===== config.mk =====
export PLATFORM = sky130hd
export DESIGN_NAME = pcm8_line_rx
export DESIGN_NICKNAME = d
export VERILOG_FILES = /design/src/rtl/pcm8_pkg.sv /design/src/rtl/pcm8_half_timer.sv /design/src/rtl/pcm8_word_shifter.sv /design/src/rtl/pcm8_slot_bank.sv /design/src/rtl/pcm8_line_rx.sv
export SDC_FILE = /design/constraint.sdc
export NUM_CORES = 1
export LEC_CHECK = 0
export ABC_AREA = 0
export BUFFER_PORTS_ARGS = -buffer_cell sky130_fd_sc_hd__buf_2
export CAP_MARGIN = 15
export CORE_MARGIN = 2
export CORE_UTILIZATION = 30
export CTS_CLUSTER_SIZE = 8
export DETAILED_ROUTE_END_ITERATION = 6
export SYNTH_ARGS = -nofsm -noshare
export SYNTH_HDL_FRONTEND = slang
export SYNTH_HIERARCHICAL = 1
export SYNTH_SLANG_ARGS = --single-unit

===== constraint.sdc =====
create_clock -name clk -period 3.5 [get_ports clk]
set_input_delay 0.175 -clock clk [delete_from_list [all_inputs] [get_ports clk]]
set_output_delay 0.175 -clock clk [all_outputs]
set_load 0.01 [all_outputs]

===== src/rtl/pcm8_pkg.sv =====
// Package: shared defaults and the half-frame encoding for the
// single-line eight-channel deserializer.
package pcm8_pkg;
    localparam int unsigned WORD_W_DEF    = 24;
    localparam int unsigned WORDS_PER_HALF_DEF = 4;
    localparam int unsigned HALF_LEN_DEF  = 128;

    // Frame-clock level names: first half of frame and second half.
    typedef enum logic {
        HALF_A = 1'b0,
        HALF_B = 1'b1
    } half_e;
endpackage


===== src/rtl/pcm8_half_timer.sv =====
// Module: pcm8_half_timer
// Tracks the bit position inside the current frame-clock half. It
// detects frame-clock transitions, flags halves of the wrong length and
// tells the datapath when a data bit is present and when a word ends.
// Assumes: lr_i is stable around the rising edge of clk, and the first
// data bit shares the edge at which the new level is first seen.
module pcm8_half_timer #(
    parameter  int unsigned WORD_W         = 24,
    parameter  int unsigned WORDS_PER_HALF = 4,
    parameter  int unsigned HALF_LEN       = 128,
    localparam int unsigned WIDX_W = (WORDS_PER_HALF > 1) ? $clog2(WORDS_PER_HALF) : 1
) (
    input  logic              clk,
    input  logic              rst_n,
    input  logic              lr_i,
    output logic              edge_o,
    output logic              err_now_o,
    output logic              err_o,
    output logic              sample_en_o,
    output logic              word_end_o,
    output logic              half_last_o,
    output logic [WIDX_W-1:0] word_idx_o
);
    localparam int unsigned CNT_W = $clog2(HALF_LEN) + 1;
    localparam int unsigned BIT_W = $clog2(WORD_W);
    localparam logic [CNT_W-1:0]  CNT_MAX   = {CNT_W{1'b1}};
    localparam logic [CNT_W-1:0]  LAST_POS  = CNT_W'(HALF_LEN - 1);
    localparam logic [CNT_W-1:0]  DATA_END  = CNT_W'(WORD_W * WORDS_PER_HALF);
    localparam logic [BIT_W-1:0]  BIT_LAST  = BIT_W'(WORD_W - 1);
    localparam logic [WIDX_W-1:0] WORD_LAST = WIDX_W'(WORDS_PER_HALF - 1);

    logic              lr_q;
    logic              synced_q;
    logic              err_q;
    logic [CNT_W-1:0]  pos_q,  pos_now;
    logic [BIT_W-1:0]  bit_q,  bit_now;
    logic [WIDX_W-1:0] word_q, word_now;
    logic              edge_now, in_data;

    // Next position, bit and word index; a transition restarts all three.
    always_comb begin
        edge_now = lr_i ^ lr_q;
        pos_now  = '0;
        bit_now  = '0;
        word_now = '0;
        if (!edge_now) begin
            pos_now = (pos_q == CNT_MAX) ? pos_q : pos_q + 1'b1;
            if (bit_q == BIT_LAST) begin
                bit_now  = '0;
                word_now = word_q + 1'b1;
            end else begin
                bit_now  = bit_q + 1'b1;
                word_now = word_q;
            end
        end
        in_data = (synced_q | edge_now) && (pos_now < DATA_END);
    end

    assign edge_o      = edge_now;
    assign err_now_o   = edge_now && synced_q && (pos_q != LAST_POS);
    assign err_o       = err_q;
    assign sample_en_o = in_data;
    assign word_end_o  = in_data && (bit_now == BIT_LAST);
    assign half_last_o = word_end_o && (word_now == WORD_LAST);
    assign word_idx_o  = word_now;

    // Register the counters, the sync state and the error pulse.
    always_ff @(posedge clk) begin
        if (!rst_n) begin
            lr_q     <= 1'b0;
            synced_q <= 1'b0;
            err_q    <= 1'b0;
            pos_q    <= '0;
            bit_q    <= '0;
            word_q   <= '0;
        end else begin
            lr_q     <= lr_i;
            synced_q <= synced_q | edge_now;
            err_q    <= err_now_o;
            pos_q    <= pos_now;
            bit_q    <= bit_now;
            word_q   <= word_now;
        end
    end

    // the cycle showing an error also shows the restarted count.
    a_r7_err_restarts: assert property (@(posedge clk) disable iff (!rst_n)
        err_q |-> (pos_q == '0));

    // after any level change of the frame clock the count is at zero.
    a_r2_edge_zero: assert property (@(posedge clk) disable iff (!rst_n)
        (lr_q != $past(lr_q)) |-> (pos_q == '0));
endmodule


===== src/rtl/pcm8_word_shifter.sv =====
// Module: pcm8_word_shifter
// Collects serial bits most significant first. word_o shows the word
// completed by the current bit, so a slot can be loaded on the very
// edge that samples its last bit.
// Assumes: sample_en is high only on data bit positions.
module pcm8_word_shifter #(
    parameter int unsigned WORD_W = 24
) (
    input  logic              clk,
    input  logic              rst_n,
    input  logic              sample_en,
    input  logic              bit_i,
    output logic [WORD_W-1:0] word_o
);
    logic [WORD_W-2:0] sh_q;

    assign word_o = {sh_q, bit_i};

    // Shift in one bit per data position.
    always_ff @(posedge clk) begin
        if (!rst_n) begin
            sh_q <= '0;
        end else if (sample_en) begin
            sh_q <= word_o[WORD_W-2:0];
        end
    end
endmodule


===== src/rtl/pcm8_slot_bank.sv =====
// Module: pcm8_slot_bank
// Holds one staging word per channel and the published output words.
// On fire_i every output is loaded from staging, and the slot written
// in that same cycle takes the incoming word directly.
// Assumes: slot is below NUM_CH whenever wr_en is high.
module pcm8_slot_bank #(
    parameter  int unsigned WORD_W = 24,
    parameter  int unsigned NUM_CH = 8,
    localparam int unsigned SLOT_W = $clog2(NUM_CH)
) (
    input  logic                     clk,
    input  logic                     rst_n,
    input  logic                     wr_en,
    input  logic [SLOT_W-1:0]        slot,
    input  logic [WORD_W-1:0]        word_i,
    input  logic                     fire_i,
    output logic [NUM_CH*WORD_W-1:0] data_o
);
    for (genvar k = 0; k < NUM_CH; k++) begin : g_slot
        logic [WORD_W-1:0] stage_q;
        logic [WORD_W-1:0] out_q;
        logic              hit;

        assign hit = wr_en && (slot == SLOT_W'(k));

        // Stage the word for this channel and publish it on fire.
        always_ff @(posedge clk) begin
            if (!rst_n) begin
                stage_q <= '0;
                out_q   <= '0;
            end else begin
                if (hit) begin
                    stage_q <= word_i;
                end
                if (fire_i) begin
                    out_q <= hit ? word_i : stage_q;
                end
            end
        end

        assign data_o[k*WORD_W +: WORD_W] = out_q;
    end

    // the timer never addresses a slot beyond the channel count.
    a_r3_slot_range: assert property (@(posedge clk) disable iff (!rst_n)
        wr_en |-> (32'(slot) < NUM_CH));
endmodule


===== src/rtl/pcm8_line_rx.sv =====
// Module: pcm8_line_rx (top)
// Deserializes eight 24-bit channels from one serial line. Four words
// arrive in each frame-clock half, followed by unused padding clocks.
// Publishes all eight words with a one-cycle strobe, and only when the
// first half of the frame was received completely.
// Assumes: clk is the bit clock; frame_clk_i is low for the first half.
module pcm8_line_rx
    import pcm8_pkg::*;
#(
    parameter  int unsigned WORD_W         = WORD_W_DEF,
    parameter  int unsigned WORDS_PER_HALF = WORDS_PER_HALF_DEF,
    parameter  int unsigned HALF_LEN       = HALF_LEN_DEF,
    localparam int unsigned NUM_CH         = 2 * WORDS_PER_HALF
) (
    input  logic                     clk,
    input  logic                     rst_n,
    input  logic                     frame_clk_i,
    input  logic                     sdata_i,
    output logic [NUM_CH*WORD_W-1:0] pcm_words_o,
    output logic                     words_valid_o,
    output logic                     frame_err_o
);
    localparam int unsigned WIDX_W = (WORDS_PER_HALF > 1) ? $clog2(WORDS_PER_HALF) : 1;
    localparam int unsigned SLOT_W = $clog2(NUM_CH);

    logic              edge_now, err_now, sample_en, word_end, half_last;
    logic [WIDX_W-1:0] word_idx;
    logic [WORD_W-1:0] word;
    logic [SLOT_W-1:0] slot;
    logic              in_b, fire;
    logic              have_left_q, valid_q;

    assign in_b = (half_e'(frame_clk_i) == HALF_B);

    pcm8_half_timer #(
        .WORD_W(WORD_W), .WORDS_PER_HALF(WORDS_PER_HALF), .HALF_LEN(HALF_LEN)
    ) u_timer (
        .clk(clk), .rst_n(rst_n), .lr_i(frame_clk_i),
        .edge_o(edge_now), .err_now_o(err_now), .err_o(frame_err_o),
        .sample_en_o(sample_en), .word_end_o(word_end),
        .half_last_o(half_last), .word_idx_o(word_idx)
    );

    pcm8_word_shifter #(.WORD_W(WORD_W)) u_shift (
        .clk(clk), .rst_n(rst_n), .sample_en(sample_en),
        .bit_i(sdata_i), .word_o(word)
    );

    // Channel slot: second-half words sit above the first-half words.
    assign slot = in_b ? (SLOT_W'(WORDS_PER_HALF) + SLOT_W'(word_idx))
                       : SLOT_W'(word_idx);
    assign fire = half_last && in_b && have_left_q;

    pcm8_slot_bank #(.WORD_W(WORD_W), .NUM_CH(NUM_CH)) u_bank (
        .clk(clk), .rst_n(rst_n), .wr_en(word_end), .slot(slot),
        .word_i(word), .fire_i(fire), .data_o(pcm_words_o)
    );

    // Arm on a complete first half; disarm on a new frame or an error.
    always_ff @(posedge clk) begin
        if (!rst_n) begin
            have_left_q <= 1'b0;
        end else if (edge_now && (!in_b || err_now)) begin
            have_left_q <= 1'b0;
        end else if (half_last && !in_b) begin
            have_left_q <= 1'b1;
        end
    end

    // Register the frame strobe.
    always_ff @(posedge clk) begin
        if (!rst_n) begin
            valid_q <= 1'b0;
        end else begin
            valid_q <= fire;
        end
    end

    assign words_valid_o = valid_q;

    // the strobe never lasts more than one cycle.
    a_r5_single_pulse: assert property (@(posedge clk) disable iff (!rst_n)
        words_valid_o |=> !words_valid_o);

    // the strobe follows a sample taken in the second half.
    a_r5_after_b_half: assert property (@(posedge clk) disable iff (!rst_n)
        words_valid_o |-> ($past(frame_clk_i) == 1'b1));

    // outputs hold between strobes.
    a_r6_hold_words: assert property (@(posedge clk) disable iff (!rst_n)
        !words_valid_o |-> $stable(pcm_words_o));
endmodule


==> run_results.csv <==
group,metric,value,unit
pwr,power.share.switching,0.2096,
finish,area_growth,18.84,%
logic_synthesis,ys_ff_latch,427,
pwr,power_frac_comb,0.017,
clock_network,ctsRootBufferMaster,"clkbuf_16",
logic_synthesis,synth_edf_count,0,
logic_synthesis,synth_cells,1464,
logic_synthesis,avgSynthCellArea,10.51,um^2
grt,grt_pass1_vias,10000,
clock_network,clkSlewWorstSetupHoldPaths,0.05,ns
pwr,p_leak,0.007745,uW
place,gp_congestion,0.7741,
pwr,powerDensity,553.3,nW/um^2
timing,fin_crit_sh,0.8561,
die,pin_count,198,
die,fp.coreArea,50990,um^2
die,rows,83,
place,place_inst,2227,
worst_setup_path,cp-start-kind,"flop",
logic_synthesis,synth-main-ff-cell,"dfxtp_1",
worst_setup_path,crit_type,"reg -> reg",
worst_setup_path,cp_top_family,"simple AND/OR/NAND/NOR gates",
clock_network,clk_latency,0.61,ns
hold_path,hp-start,"sdata_i",
worst_setup_path,cp.arrival,3.47,ns
pwr,p_int,7999,uW
clock_network,cts_tree,"yes",
grt,gr-total-overflow,0,
place,io_buffers,197,
timing,fin_hold_ws,0.1853,ns
grt,grt_max_degree,170,
worst_setup_path,critical_path_required,3.97,ns
place,dp_hpwl,24930,um
worst_setup_path,cpMaxStageDelayCell,"buf_4",
die,start_util,0.3018,
timing,drv_slew,0,
route,viasPerCell,4.648,
clock_network,cts_sinks,427,
timing,setup_viol,0,
pwr,p_total,10120,uW
logic_synthesis,syn-num-nets,1470,
logic_synthesis,async_flop_share,0,
timing,rsz0062_at_grt,"false",
worst_setup_path,crit_chain,"ha_1 > and2_1 > and4b_1 > nor3_1 > a211oi_1 > buf_4 > nor4b_4 > buf_4 > mux2i_1 > a21oi_1",
die,die_area,53130,um^2
timing,worst_slew_pin_slew,1.146,ns
clock_network,cts_buffers,60,
worst_setup_path,worst_setup_path_end_kind,"flop",
pwr,pwr-share-clk,0.499,
timing,fmax,0.3337,GHz
clock_network,ctsResizeCount,0,
route,drt_iter0_markers,664,
die,fp.dieH,230.5,um
hold_path,hp-class,"in -> reg",
job,drv_cap,0,
pwr,p_sw,2121,uW
logic_synthesis,ys_warn_count,6,
worst_setup_path,max_stage_delay,0.45,ns
route,vias,10680,
route,dr.pass1.iters,4,
clock_network,cts_setup_buffers,0,
logic_synthesis,ys_seq_area_frac,0.5554,
route,drt-total-wl,42320,um
timing,layout_min_cycle_time,2.996,ns
route,drtAntennaViolNets,0,
grt,grt_usage,0.1567,
finish,antenna_cells,0,
grt,grt_pass1_wl,62890,um
timing,clock-skew-final,0.02713,ns
worst_setup_path,r2r_start,"u_timer/pos_q[0]",
finish,final_nets,1616,
grt,antenna_found_initial,1,
timing,slew_headroom,0.2350,
status,outcome,"finished clean",
worst_setup_path,critPathMostFrequentCell,"buf_4",
finish,final_cells,2298,
timing,setup-tns-final,0,ns
worst_setup_path,crit_start,"u_timer/pos_q[0]",
route,drc,0,
clock_network,cts.htree.levels,2,
worst_setup_path,cp_num_buf_inv,2,
timing,finalHoldViolCount,0,
pwr,peakVddDrop,0.0003243,V
logic_synthesis,ys_types,42,
clock_network,cts_buffer_depth,3,
clock_network,hold_buffers,1,
worst_setup_path,cp_max_fo,24,
pwr,p_seq_frac,0.485,
finish,drive_above_1_share,0.1836,
die,fp.dieW,230.5,um
route,wire_per_inst,18.42,um
logic_synthesis,synth_area,15390,um^2
state kept, by name (all words and copies together), names as in the netlist, 2 cells and up:
name and flops:
u_timer/bit_q 5, u_bank/g_slot.out_q 192, u_bank/g_slot.stage_q 192, u_timer/word_q 2, u_timer/pos_q 8, u_shift/sh_q 23
final timing paths:
check | endpoint | slack, ns | cells past startpoint
worst max-delay path | u_bank/g_slot[0].out_q[7] | 0.50 | 10
worst max register to register | u_bank/g_slot[0].out_q[7] | 0.50 | 10
worst min-delay path | u_shift/sh_q[0] | 0.19 | 3
worst min register to register | u_timer/bit_q[0] | 0.48 | 1
power by group through the flow:
stage	clock network (uW)	logic (uW)	registers, uW
6_report	5050	171	4900
5_1_grt	5440	185	4900
2_1_floorplan	0	151	4980
3_5_place_dp	0	169	5000
4_1_cts	5220	171	4900
3_3_place_gp	0	167	5000
tightest hold or removal path, delay by kind of cell:
kind                   cells  cell delay (ns)
AND/OR/NAND/NOR            1             0.06
buffers and inverters      1             0.27
multiplexers               1             0.21
per-stage QoR:
stage | utilization | setup slack, ns | instance area, um^2
final | 0.3587 | 0.5035 | 18290
after global routing | 0.3587 | 0.3176 | 18290
after CTS | 0.3587 | 0.5294 | 18290
after detailed placement | 0.3271 | 0.5402 | 16680
after global placement | 0.3271 | 0.6060 | 16680
after floorplan | - | 0.7665 | 15390
cell type report:
cell class / count / area [um^2]
Multi-Input combinational cell: 894 / 6013
Clock buffer: 65 / 1540
Clock inverter: 5 / 57.56
Timing Repair Buffer: 222 / 1260
Sequential cell: 427 / 8548
Inverter: 5 / 18.77
Fill cell: 5091 / 32700
Tap cell: 680 / 850.8
cell usage after synthesis, types with 2 or more instances:
cell | instances | share of area
ha_1 | 2 | 0.0016
nor3_1 | 3 | 0.00098
a21oi_1 | 197 | 0.064
buf_6 | 10 | 0.0073
buf_2 | 7 | 0.0023
nand4b_1 | 5 | 0.0028
mux2i_1 | 217 | 0.14
a211oi_1 | 2 | 0.00098
nor2b_1 | 215 | 0.087
and2_1 | 4 | 0.0016
dfxtp_1 | 427 | 0.56
buf_4 | 25 | 0.012
nor4_1 | 2 | 0.00081
nor2_1 | 13 | 0.0032
nand3_1 | 2 | 0.00065
buf_8 | 6 | 0.0059
clkbuf_1 | 86 | 0.021
buf_12 | 4 | 0.0052
inv_1 | 4 | 0.00098
o21ai_0 | 194 | 0.063
and3_1 | 6 | 0.0024
xnor2_1 | 4 | 0.0023
nand2_1 | 7 | 0.0017
and4bb_1 | 4 | 0.0033
routing by layer:
layer	track usage	routed length [um]
met1	0.2136	20110
met2	0.2406	18690
met3	0.03804	2463
met4	0.05605	1066
met5	0	0
cells by family after synthesis:
logic type,count (synthesis),share of synthesized area
adder cells (fa/ha/maj),2,0.001626
flip-flops,427,0.5554
multiplexers,218,0.1419
AO/OA/AOI/OAI,398,0.1310
AND/OR/NAND/NOR,270,0.1104
buffers and inverters,143,0.05504
XOR/XNOR,6,0.004634
cell usage in the layout, fill, tap and decap left out, drive strengths merged, types with 7 or more instances in the layout:
| cell type | n |
|---|---|
| a21oi | 197 |
| buf | 220 |
| clkbuf | 66 |
| dfxtp | 427 |
| inv | 7 |
| mux2i | 217 |
| nand2 | 7 |
| nor2 | 13 |
| nor2b | 215 |
| o21ai | 194 |
(Power assumes the default switching activity.)
